[config.mk]
export PLATFORM = sky130hd
export DESIGN_NAME = core_wrapper
export DESIGN_NICKNAME = d
export VERILOG_FILES = /design/src/rtl/wrap_pkg.sv /design/src/rtl/wrap_ctrl.sv /design/src/rtl/wrap_cell.sv /design/src/rtl/core_wrapper.sv
export SDC_FILE = /design/constraint.sdc
export NUM_CORES = 1
export LEC_CHECK = 0
export BUFFER_PORTS_ARGS = -buffer_cell sky130_fd_sc_hd__buf_2
export CORE_MARGIN = 2
export CORE_UTILIZATION = 40
export DETAILED_ROUTE_END_ITERATION = 16
export GPL_TIMING_DRIVEN = 0
export PLACE_DENSITY_LB_ADDON = 0.2
export SYNTH_ARGS = -nofsm -noshare
export SYNTH_HDL_FRONTEND = slang
export SYNTH_HIERARCHICAL = 1
export SYNTH_SLANG_ARGS = --single-unit
[constraint.sdc]
create_clock -name clk -period 2 [get_ports clk]
set_input_delay 0.4 -clock clk [delete_from_list [all_inputs] [get_ports clk]]
set_output_delay 0.4 -clock clk [all_outputs]
set_load 0.02 [all_outputs]
[src/rtl/wrap_pkg.sv]
package wrap_pkg;

  typedef enum logic [1:0] {
    MODE_FUNC = 2'b00,
    MODE_EXT  = 2'b01,
    MODE_INT  = 2'b10,
    MODE_RSVD = 2'b11
  } wmode_e;

  // Input-side cells take over the core terminals only in internal test.
  function automatic logic core_side_driven(input wmode_e m);
    return (m == MODE_INT);
  endfunction

  // Output-side cells take over the host nets only in external test.
  function automatic logic host_side_driven(input wmode_e m);
    return (m == MODE_EXT);
  endfunction

  // Chain position of output-side cell j.
  function automatic int out_cell_pos(input int num_in, input int j);
    return num_in + j;
  endfunction

endpackage

[src/rtl/wrap_ctrl.sv]
module wrap_ctrl
  import wrap_pkg::*;
(
  input  logic       capture_i,
  input  logic       shift_i,
  input  logic       update_i,
  input  logic [1:0] mode_i,
  output logic       shift_en,
  output logic       capture_en,
  output logic       update_en,
  output logic       drive_core_en,
  output logic       drive_host_en
);

  wmode_e mode;
  assign mode = wmode_e'(mode_i);

  // Strobe priority: shift, then capture, then update.
  assign shift_en   = shift_i;
  assign capture_en = capture_i & ~shift_i;
  assign update_en  = update_i & ~shift_i & ~capture_i;

  assign drive_core_en = core_side_driven(mode);
  assign drive_host_en = host_side_driven(mode);

endmodule

[src/rtl/wrap_cell.sv]
module wrap_cell (
  input  logic clk,
  input  logic rst_n,
  input  logic shift_en,
  input  logic capture_en,
  input  logic update_en,
  input  logic drive_en,
  input  logic scan_i,
  input  logic func_i,
  output logic stage_o,
  output logic latch_o,
  output logic term_o
);

  logic stage_q;
  logic latch_q;

  always_ff @(posedge clk or negedge rst_n) begin
    if (!rst_n)          stage_q <= 1'b0;
    else if (shift_en)   stage_q <= scan_i;
    else if (capture_en) stage_q <= func_i;
  end

  always_ff @(posedge clk or negedge rst_n) begin
    if (!rst_n)         latch_q <= 1'b0;
    else if (update_en) latch_q <= stage_q;
  end

  assign stage_o = stage_q;
  assign latch_o = latch_q;
  assign term_o  = drive_en ? latch_q : func_i;

endmodule

[src/rtl/core_wrapper.sv]
module core_wrapper
  import wrap_pkg::*;
#(
  parameter int NUM_IN  = 4,
  parameter int NUM_OUT = 4
) (
  input  logic               clk,
  input  logic               rst_n,
  input  logic [1:0]         mode_i,
  input  logic               capture_i,
  input  logic               shift_i,
  input  logic               update_i,
  input  logic               scan_in_i,
  output logic               scan_out_o,
  input  logic [NUM_IN-1:0]  host_in_i,
  output logic [NUM_IN-1:0]  core_in_o,
  input  logic [NUM_OUT-1:0] core_out_i,
  output logic [NUM_OUT-1:0] host_out_o
);

  localparam int CHAIN_LEN = NUM_IN + NUM_OUT;
  localparam int TAIL      = CHAIN_LEN - 1;

  logic shift_en, capture_en, update_en;
  logic drive_core_en, drive_host_en;

  logic [CHAIN_LEN-1:0] stage_q;
  logic [CHAIN_LEN-1:0] upd_q;
  logic [CHAIN_LEN-1:0] term_vec;
  logic [CHAIN_LEN-1:0] func_vec;
  logic                 chain_tail;
  logic                 so_q;

  assign func_vec = {core_out_i, host_in_i};

  wrap_ctrl u_ctrl (
    .capture_i     (capture_i),
    .shift_i       (shift_i),
    .update_i      (update_i),
    .mode_i        (mode_i),
    .shift_en      (shift_en),
    .capture_en    (capture_en),
    .update_en     (update_en),
    .drive_core_en (drive_core_en),
    .drive_host_en (drive_host_en)
  );

  for (genvar p = 0; p < CHAIN_LEN; p++) begin : g_cell
    logic scan_feed;
    logic drv;
    if (p == 0) begin : g_head
      assign scan_feed = scan_in_i;
    end else begin : g_link
      assign scan_feed = stage_q[p-1];
    end
    if (p < NUM_IN) begin : g_core_side
      assign drv = drive_core_en;
    end else begin : g_host_side
      assign drv = drive_host_en;
    end
    wrap_cell u_cell (
      .clk        (clk),
      .rst_n      (rst_n),
      .shift_en   (shift_en),
      .capture_en (capture_en),
      .update_en  (update_en),
      .drive_en   (drv),
      .scan_i     (scan_feed),
      .func_i     (func_vec[p]),
      .stage_o    (stage_q[p]),
      .latch_o    (upd_q[p]),
      .term_o     (term_vec[p])
    );
  end

  assign core_in_o  = term_vec[NUM_IN-1:0];
  assign host_out_o = term_vec[out_cell_pos(NUM_IN, NUM_OUT-1):out_cell_pos(NUM_IN, 0)];

  assign chain_tail = stage_q[TAIL];

  always_ff @(posedge clk or negedge rst_n) begin
    if (!rst_n) so_q <= 1'b0;
    else        so_q <= chain_tail;
  end

  assign scan_out_o = so_q;

endmodule

# After elaboration in Yosys (flattened, before gate mapping)
# Cells that the tools add are included.
totals:
  regBits: 17
  in_bits: 16
  wordCells: 49
op_classes:
  n_eq_ne: 2
  mux: 24
  n_bitwise: 5
  n_reduce_logical: 1
ops:
  columns: ["op", "n"]
  rows:
  - ["2-to-1 mux 1 bit", 24]
  - ["AND 1 bit", 3]
  - ["equality test 2 x 1 -> 1 bit, second input constant", 1]
  - ["equality test 2 bit, second input constant", 1]
  - ["inverter 1 bit", 2]
  - ["nonzero test 2 bit", 1]

# Depth between registers and ports, before layout
# Gate-level depths: netlist (run 1).
logic_depth:
  word_depth: 4
  depth_mapped: 3
  depth_no_buf: 3

# Cells and area by module
# The synthesis (run 1) kept the hierarchy.
by_module_without_submodules:
  columns: ["mod", "n_inst", "cells_per_inst", "area_per_inst_um2", "seq_area_each_um2"]
  rows:
  - ["wrap_cell", 8, 7, 95.1, 50.0]
  - ["wrap_ctrl", 1, 5, 41.3, 0.0]
  - ["core_wrapper", 1, 1, 25.0, 25.0]

# Worst setup path before layout (run 1)
# Ideal clock, no wire load.
synth_path:
  path_type: "input to output"
  startpoint: "input mode_i[1]"
  endpoint: "output core_in_o[0]"
  arrival_time_ps: 1124
  slack_ps: 476
  stages: 2
  path_buffers: 0
  path_cell_list: "nor2b_1 -> mux2_4"
synth_via:
  elab_chain_len: 2
synth_lines:
  columns: ["element", "line", "source"]
  rows:
  - ["start: declaration", "core_wrapper.sv:9", "input logic [1:0] mode_i,"]
  - ["equality test 2 bit", "wrap_pkg.sv:12", "return (m == MODE_INT);"]
  - ["2-to-1 mux 1 bit", "wrap_cell.sv:31", "assign term_o = drive_en ? latch_q : func_i;"]
  - ["end: declaration", "core_wrapper.sv:16", "output logic [NUM_IN-1:0] core_in_o,"]
# No other way between the ends.

# Worst setup path in the final report (run 1)
layout_path:
  startpoint: "input mode_i[0]"
  endpoint: "output core_in_o[3]"
layout_via:
  elab_chain_len: 2
layout_lines:
  columns: ["element", "line", "source"]
  rows:
  - ["equality test 2 bit", "wrap_pkg.sv:12", null]
  - ["net drive_core_en", "core_wrapper.sv:25", "logic drive_core_en, drive_host_en;"]
  - ["2-to-1 mux 1 bit", "wrap_cell.sv:31", null]
# The timed path passes the listed nets, and every way through them passes these cells.

==> results.cfg, run 1 <==
[place]
post-place-ws_ns = 0.158
dpl.cell_count = 113
portBuffers = 24
dpl-instance-area_um2 = 981
place.gp.congestion = 0.674

[min_path]
class_of_the_worst_hold_path = in -> async

[logic_synthesis]
post_synth.cell_area_avg_um2 = 13.3
yosys_warnings = 6
synth_largest_area_cell = sky130_fd_sc_hd__dfrtp_1
synth_sequential_area_ratio_pct = 51.4
synth.ff_latch_count = 17
synth_top_cell_area_share_pct = 51.4
mappedNetlistArea_um2 = 827
postSynthNetCount = 78
netlist_instances = 62
yosys.cell_count.top_type = sky130_fd_sc_hd__dfrtp_1
synth.distinct_cells = 10
synthFlopType = sky130_fd_sc_hd__dfrtp_1
number_of_flops_mapped_to_enable_cells_by_yosys = 0
synth.top_cells.by_area = sky130_fd_sc_hd__dfrtp_1 (51%), sky130_fd_sc_hd__mux2_4 (15%), sky130_fd_sc_hd__mux2_1 (11%)
postSynth.asyncResetShare_pct = 100

[pwr]
cellLeakagePower_nw = 0.496
ir_worst_vdd_v = 0.000467
power.density_mw_per_mm2 = 810

[global_routing]
grt_first_pass_wirelength_um = 2570
gr-usage-all-layers_pct = 14.1
antenna_found_initial = 0
pin_count_of_the_biggest_net_entering_global_routing = 18
grt_remaining_overflow = 0
grt_pass1_vias = 585

[layout]
p_r_area_growth_vs_syn_pct = 21.8
layout-drive-gt1-share_pct = 42.2
num-fill-cells = 204
layoutNonFillerInstCount = 117
design.final.nets = 107
design_area_mm2 = 0.00101
antenna_cells_inserted = 0

[sta]
final_setup_vio_count = 0
hold_viol = 0
worst_margin_pin_slew_ns = 0.927
timing.clock.skew_ns = 0.00169
final-max-slew-violation-count = 0
max_freq_mhz = 549
relSlewSlack_pct = 38.0
postLayoutSetupSlackWorst_ns = 0.177
tmin_final_ns = 1.82
grt_setup_unrepaired = no
finalCritPeriodShare_pct = 91.1
fin_tns_setup_ns = 0

[routing]
post-route-drc-count = 0
wl_um = 1470
vias = 562
routed_wire_length_per_instance_um = 12.6
detail_route.vias_per_cell = 4.80
dr.first_iter.drc_count = 4
detail_route.first_pass.iterations = 4
drtAntennaViolNets = 0

[floorplan]
fp.dieH_um = 49.5
die_area_mm2 = 0.00245
initial_cell_density_of_the_core_pct = 42.2
row_count = 16
die_w_um = 49.5
core_area_mm2 = 0.00196
floorplan.io_pins = 25

[critical_path]
crit_top_cell = sky130_fd_sc_hd__buf_2
longest_individual_stage_delay_on_the_worst_path_ns = 0.42
ff2ff_setup_slack_ns = 1.19
critPathCaptureType = output port
required_ns = 1.60
rr_worst_depth = 1
worst_path_max_delay_cell = sky130_fd_sc_hd__nor2b_1
crit_path_kind = in -> out
crit_path_max_fanout = 4
start_kind = input pin
critical_path.cell_chain = buf_2, nor2b_1, mux2_4, buf_2
worst_ep_arrival_time_ns = 1.42

[outcome]
status = completed

[clock_network]
ctsResizeCount = 0
root_buffer = sky130_fd_sc_hd__clkbuf_4
total_clock_buffers_created_by_cts = 3
post_cts_hold_buffer_count = 0
cts-htree-levels = 1
cts_setup_buffers = 0
clk_pin_slew_worst_paths_ns = 0.09
clk_latency_worst_skew_pair_ns = 0.28
tritoncts = yes
clockBufferDepth = 2
numClockSinks = 17

[job]
reported_max_cap_violation_count = 0
==> final cells by class <==
type	count	area, um^2	area share [%]
sequential	17	425	42.2
multi-input combinational	44	394	39.1
timing repair buffer	24	120	11.9
tap	27	33.8	3.35
clock buffer	4	26.3	2.61
buffer	1	7.51	0.745
==> worst paths after layout <==
| kind | from | end |
|---|---|---|
| max | mode_i[0] | core_in_o[3] |
| min | rst_n | g_cell[5].u_cell/latch_o |
| max reg2reg | g_cell[4].u_cell/stage_o | g_cell[4].u_cell/latch_o |
| min reg2reg | g_cell[7].u_cell/stage_o | scan_out_o |
| max in group asynchronous | rst_n | g_cell[4].u_cell/stage_o |
| min in group clk | scan_in_i | g_cell[0].u_cell/stage_o |
==> routing by layer <==
metal	up-vias	part of all wire [%]	track usage, %
met5	-	0	0
met4	0	0.82	6.94
met3	2	5.9	3.94
met2	18	49	21.8
met1	267	44	18.0
li1	275	-	-
==> worst max-delay path: cells and delay by family <==
kind,cells,cell delay [ns]
buf+inv,2,0.26
mux,1,0.34
simple gates,1,0.42
==> state kept, by name, summed over array words and instances, names as in the netlist <==
signal and count:
g_cell.u_cell/latch_o 8, scan_out_o 1, g_cell.u_cell/stage_o 8
==> metrics by stage <==
| stage | util [%] | hold slack [ns] | power (mW) |
|---|---|---|---|
| after floorplan | - | 0.104 | 0.586 |
| after global placement | 50.0 | 0.341 | 0.645 |
| after detailed placement | 50.0 | 0.339 | 0.654 |
| after CTS | 51.3 | 0.0181 | 0.833 |
| after global routing | 51.3 | 0.0259 | 0.873 |
| final | 51.3 | 0.0179 | 0.816 |
==> cells in the final DEF, fill, tap and decap left out, drive strengths merged <==
| master | count |
|---|---|
| and2b | 1 |
| buf | 25 |
| clkbuf | 4 |
| dfrtp | 17 |
| mux2 | 16 |
| mux2i | 8 |
| nand2 | 8 |
| nor2b | 2 |
| nor3b | 1 |
| o21ai | 8 |
==> power by group <==
group / internal (mW) / leakage [nW] / switching (mW) / total [mW]
clock: 0.0773 / 0.0150 / 0.0954 / 0.173
combinational: 0.102 / 0.267 / 0.0950 / 0.197
sequential: 0.410 / 0.214 / 0.0365 / 0.447
total: 0.589 / 0.496 / 0.227 / 0.816
==> cells by family after synthesis <==
logic type / count (synthesis) / synth area share [%]
buf+inv: 1 / 0.908
compound gates: 8 / 4.84
simple gates: 12 / 7.72
flops: 17 / 51.4
mux: 24 / 35.1
No activity file was read; power rests on OpenSTA's default activity.
==> inputs of run 2 (changes only) <==
--- a/config.mk
+++ b/config.mk
@@ -10,7 +10,7 @@
 export CORE_UTILIZATION = 40
 export DETAILED_ROUTE_END_ITERATION = 16
 export GPL_TIMING_DRIVEN = 0
-export PLACE_DENSITY_LB_ADDON = 0.2
+export PLACE_DENSITY = 0.71
 export SYNTH_ARGS = -nofsm -noshare
 export SYNTH_HDL_FRONTEND = slang
 export SYNTH_HIERARCHICAL = 1
==> constraint.sdc (replaced) <==
create_clock -name clk -period 2 [get_ports clk]
set_input_delay 0.4 -clock clk [delete_from_list [all_inputs] [get_ports clk]]
set_output_delay 0.4 -clock clk [all_outputs]
set_load 0.1 [all_outputs]
==> run 2 against run 1 <==
Net effect: register-to-register slack is essentially flat; clock skew is essentially flat; sequential cell count is the same; final cell count is the same; fmax shrank 0.51%; sequential power is essentially flat; largest cell class unchanged.
==> results.cfg, run 2 (synthesis gave the netlist of run 1 again) <==
[outcome]
status = completed

[routing]
vias = 550
wl_um = 1520
post-route-drc-count = 0
drtAntennaViolNets = 0
detail_route.vias_per_cell = 4.70
dr.first_iter.drc_count = 0
routed_wire_length_per_instance_um = 13.0
detail_route.first_pass.iterations = 1

[place]
place.gp.congestion = 0.718
post-place-ws_ns = -0.0383
portBuffers = 24

[layout]
layout-drive-gt1-share_pct = 43.3
mostFrequentLayoutCell = sky130_fd_sc_hd__buf_2
design.final.nets = 107
p_r_area_growth_vs_syn_pct = 22.1
antenna_cells_inserted = 0
leading_cell_types_in_the_layout_fill_and_taps_excluded = sky130_fd_sc_hd__buf_2 (24), sky130_fd_sc_hd__dfrtp_1 (17)

[sta]
finalCritPeriodShare_pct = 91.6
final_setup_vio_count = 0
max_freq_mhz = 546
hold_viol = 0
whs_ns = 0.0186
tmin_final_ns = 1.83
grt_setup_unrepaired = no
timing.clock.skew_ns = 0.00206
relSlewSlack_pct = 38.5
final-max-slew-violation-count = 0
postLayoutSetupSlackWorst_ns = 0.168
worst_margin_pin_slew_ns = 0.921

[floorplan]
initial_cell_density_of_the_core_pct = 42.2
row_count = 16
die_w_um = 49.5
core_area_mm2 = 0.00196
fp.dieH_um = 49.5
die_area_mm2 = 0.00245
floorplan.io_pins = 25

[pwr]
power_switching_share_pct = 38.9
share_comb_of_total_power_pct = 35.5
ir_worst_vdd_v = 0.000466
power_report.internal_total_mw = 0.589
switching_power_mw = 0.376
power_frac_seq_pct = 46.3
cellLeakagePower_nw = 0.497
clock_power_share_pct = 18.2
power.density_mw_per_mm2 = 956

[global_routing]
antenna_found_initial = 0
pin_count_of_the_biggest_net_entering_global_routing = 18
grt_first_pass_wirelength_um = 2550
gr-usage-all-layers_pct = 14.1
grt_pass1_vias = 591
grt_remaining_overflow = 0

[critical_path]
crit_path_kind = in -> out
required_ns = 1.60
timing.rr.start = g_cell[0].u_cell/stage_o
critPathCaptureType = output port
worst_ep_arrival_time_ns = 1.43
critical_path.startpoint = mode_i[0]
start_kind = input pin
crit_path_max_fanout = 4

[clock_network]
clockBufferDepth = 2
clk_pin_slew_worst_paths_ns = 0.09
numClockSinks = 17
post_cts_hold_buffer_count = 0
clk_latency_worst_skew_pair_ns = 0.28
total_clock_buffers_created_by_cts = 3
cts_setup_buffers = 0
tritoncts = yes
root_buffer = sky130_fd_sc_hd__clkbuf_4
cts-htree-levels = 1

[min_path]
class_of_the_worst_hold_path = in -> async

[job]
reported_max_cap_violation_count = 0
==> run 2: layout make-up <==
| type | instances | area (um^2) |
|---|---|---|
| flip-flops and latches | 17 | 425 |
| plain buffers | 1 | 7.51 |
| multi-input cells | 44 | 397 |
| fillers | 192 | 952 |
| clock buffers | 4 | 26.3 |
| well taps | 27 | 33.8 |
| repair buffers | 24 | 120 |
==> run 2: power groups by stage <==
stage | clock (mW) | sequential [mW] | combinational [mW]
CTS | 0.187 | 0.448 | 0.347
detailed placement | 0 | 0.455 | 0.346
floorplan | 0 | 0.467 | 0.270
finish | 0.175 | 0.447 | 0.343
global placement | 0 | 0.448 | 0.339
global route | 0.206 | 0.456 | 0.363
==> run 2: what timing repair did <==
item	CTS	global route
hold endpoints to repair	0	0
resized for setup	1	0
endpoints found under the setup margin	4	0
==> run 2: final timing paths <==
kind / end / slack (ns) / cells past startpoint
setup / recovery: core_in_o[1] / 0.17 / 4
hold reg to reg: scan_out_o / 0.42 / 0
max in group asynchronous: g_cell[0].u_cell/stage_o / 1.71 / 1
setup reg to reg: g_cell[0].u_cell/latch_o / 1.18 / 1
hold / removal: g_cell[6].u_cell/latch_o / 0.02 / 1
min in group clk: g_cell[0].u_cell/stage_o / 0.33 / 3
==> run 2: through the flow <==
stage               instance area [um^2]   TNS, ns  cells  power (mW)  util, %
floorplan                            827         0     62       0.737        -
global placement                     981  -0.00657    113       0.788     50.0
detailed placement                   981    -0.120    113       0.802     50.0
CTS                                 1010         0    117       0.982     51.5
global route                        1010         0    117        1.03     51.5
finish                              1010         0    117       0.965     51.5
==> run 2: metal layers <==
metal | track usage, % | wire length, um | part of all wire, % | vias up
met5 | 0 | 0 | 0 | -
met4 | 8.33 | 19 | 1.2 | 0
met3 | 0.909 | 39 | 2.6 | 2
met2 | 26.4 | 844 | 55 | 14
met1 | 15.6 | 621 | 41 | 260
li1 | - | - | - | 274
==> run 2: critical path: stages <==
cell and delay [ns]:
sky130_fd_sc_hd__buf_2 0.11, sky130_fd_sc_hd__nor2b_2 0.29, sky130_fd_sc_hd__mux2_4 0.21, sky130_fd_sc_hd__buf_2 0.42
==> inputs of run 3 (changes only) <==
--- a/config.mk
+++ b/config.mk
@@ -6,11 +6,11 @@
 export NUM_CORES = 1
 export LEC_CHECK = 0
 export BUFFER_PORTS_ARGS = -buffer_cell sky130_fd_sc_hd__buf_2
-export CORE_MARGIN = 2
-export CORE_UTILIZATION = 40
+export CORE_MARGIN = 3
+export CORE_UTILIZATION = 48
 export DETAILED_ROUTE_END_ITERATION = 16
 export GPL_TIMING_DRIVEN = 0
-export PLACE_DENSITY = 0.71
+export PLACE_DENSITY = 0.81
 export SYNTH_ARGS = -nofsm -noshare
 export SYNTH_HDL_FRONTEND = slang
 export SYNTH_HIERARCHICAL = 1
==> constraint.sdc (replaced) <==
create_clock -name clk -period 2 [get_ports clk]
set_input_delay 0.4 -clock clk [delete_from_list [all_inputs] [get_ports clk]]
set_output_delay 0.4 -clock clk [all_outputs]
set_load 0.01 [all_outputs]
==> run 3 against run 2 <==
Net effect: routed wire length is 3.1% lower; sequential share of layout area is 0.69 points higher; global-route usage is 0.12 points higher; critical path type unchanged; largest power group unchanged.
==> results.cfg, run 3 (synthesis gave the netlist of run 1 again) <==
[critical_path]
worstPathBufferInverterCount = 2
critPathCaptureType = output port
longest_individual_stage_delay_on_the_worst_path_ns = 0.40
crit-reg2reg-capture = g_cell[2].u_cell/latch_o
crit_path_max_fanout = 4
ff2ff_setup_slack_ns = 1.19
worst_ep_arrival_time_ns = 1.36
rr_worst_depth = 1
worst_path_max_delay_cell = sky130_fd_sc_hd__nor2b_1
timing.rr.start = g_cell[2].u_cell/stage_o
critical_path.top_delay_family = simple AND/OR/NAND/NOR gates
crit_top_cell = sky130_fd_sc_hd__buf_2
critical_path.cell_chain = buf_2, nor2b_1, mux2_4, buf_2
start_kind = input pin
crit_path_kind = in -> out
required_ns = 1.60

[clock_network]
clockBufferDepth = 2
clk_latency_worst_skew_pair_ns = 0.28
ctsResizeCount = 0
cts_setup_buffers = 0
clk_pin_slew_worst_paths_ns = 0.10
numClockSinks = 17
post_cts_hold_buffer_count = 0
cts-htree-levels = 1
total_clock_buffers_created_by_cts = 3
root_buffer = sky130_fd_sc_hd__clkbuf_4
tritoncts = yes

[layout]
p_r_area_growth_vs_syn_pct = 20.1
layout-drive-gt1-share_pct = 42.2
leading_cell_types_in_the_layout_fill_and_taps_excluded = sky130_fd_sc_hd__buf_2 (24), sky130_fd_sc_hd__dfrtp_1 (17)
mostFrequentLayoutCell = sky130_fd_sc_hd__buf_2
antenna_cells_inserted = 0
design.final.nets = 107
post-route-util_pct = 63.7

[sta]
timing.clock.skew_ns = 0.00843
final-max-slew-violation-count = 0
final_setup_vio_count = 0
hold_viol = 0
postLayoutSetupSlackWorst_ns = 0.238
max_freq_mhz = 568
fin_tns_setup_ns = 0
tmin_final_ns = 1.76
worst_margin_pin_slew_ns = 0.891
relSlewSlack_pct = 40.5
grt_setup_unrepaired = no
finalCritPeriodShare_pct = 88.1

[routing]
dr.first_iter.drc_count = 5
routed_wire_length_per_instance_um = 13.9
vias = 567
drtAntennaViolNets = 0
post-route-drc-count = 0
detail_route.first_pass.iterations = 4
wl_um = 1480
detail_route.vias_per_cell = 5.35

[floorplan]
row_count = 14
initial_cell_density_of_the_core_pct = 53.0
fp.dieH_um = 47.5
core_area_mm2 = 0.00156
die_w_um = 47.5
floorplan.io_pins = 25
die_area_mm2 = 0.00226

[global_routing]
grt_remaining_overflow = 0
antenna_found_initial = 0
grt_first_pass_wirelength_um = 2240
grt_pass1_vias = 545
pin_count_of_the_biggest_net_entering_global_routing = 18
gr-usage-all-layers_pct = 14.2

[pwr]
ir_worst_vdd_v = 0.000499
power.density_mw_per_mm2 = 806
cellLeakagePower_nw = 0.496

[place]
post-place-ws_ns = 0.227
portBuffers = 24
dp_hpwl_um = 1130
place.gp.congestion = 0.750

[min_path]
class_of_the_worst_hold_path = in -> async

[outcome]
status = completed

[job]
reported_max_cap_violation_count = 0
==> run 3: cell count changes in the layout (fill, tap and decap cells not counted) <==
cell,delta
sky130_fd_sc_hd__nor2b_1,+1
sky130_fd_sc_hd__nor2b_2,-1
==> run 3: metal layers <==
layer	global-route usage [%]	share of wire (%)	wire length, um	vias to the layer above
li1	-	-	-	279
met1	17.9	44	645	270
met2	23.0	51	748	18
met3	4.51	5.6	82	0
met4	4.97	0	0	0
met5	0	0	0	-
==> run 3: worst max-delay path by stage <==
stage,end,slack [ns],cells past startpoint,start
final,core_in_o[0],0.24,4,mode_i[1]
after global routing,core_in_o[2],0.18,4,mode_i[1]
after CTS,core_in_o[0],0.23,4,mode_i[1]
after detailed placement,core_in_o[1],0.23,4,mode_i[1]
after global placement,core_in_o[1],0.23,4,mode_i[0]
after floorplan,core_in_o[0],0.50,2,mode_i[1]
==> run 3: final cells by class <==
class                   instances  area (um^2)
multi-input cells              44          394
repair buffers                 24          120
well taps                      16         20.0
clock buffers                   4         26.3
flip-flops and latches         17          425
fillers                       118          566
plain buffers                   1         7.51
==> run 3: where the power goes <==
group | leakage (nW) | switching [mW] | internal, mW
Combinational | 0.267 | 0.0768 | 0.101
Sequential | 0.214 | 0.0365 | 0.410
Clock | 0.0150 | 0.0986 | 0.0773
==> run 3: metrics by stage <==
step / hold slack (ns) / instance area [um^2] / total power, mW / instances
3_5_place_dp: 0.339 / 967 / 0.636 / 102
5_1_grt: 0.0322 / 993 / 0.854 / 106
3_3_place_gp: 0.335 / 967 / 0.625 / 102
6_report: 0.0162 / 993 / 0.801 / 106
2_1_floorplan: 0.104 / 827 / 0.566 / 62
4_1_cts: 0.0235 / 993 / 0.811 / 106
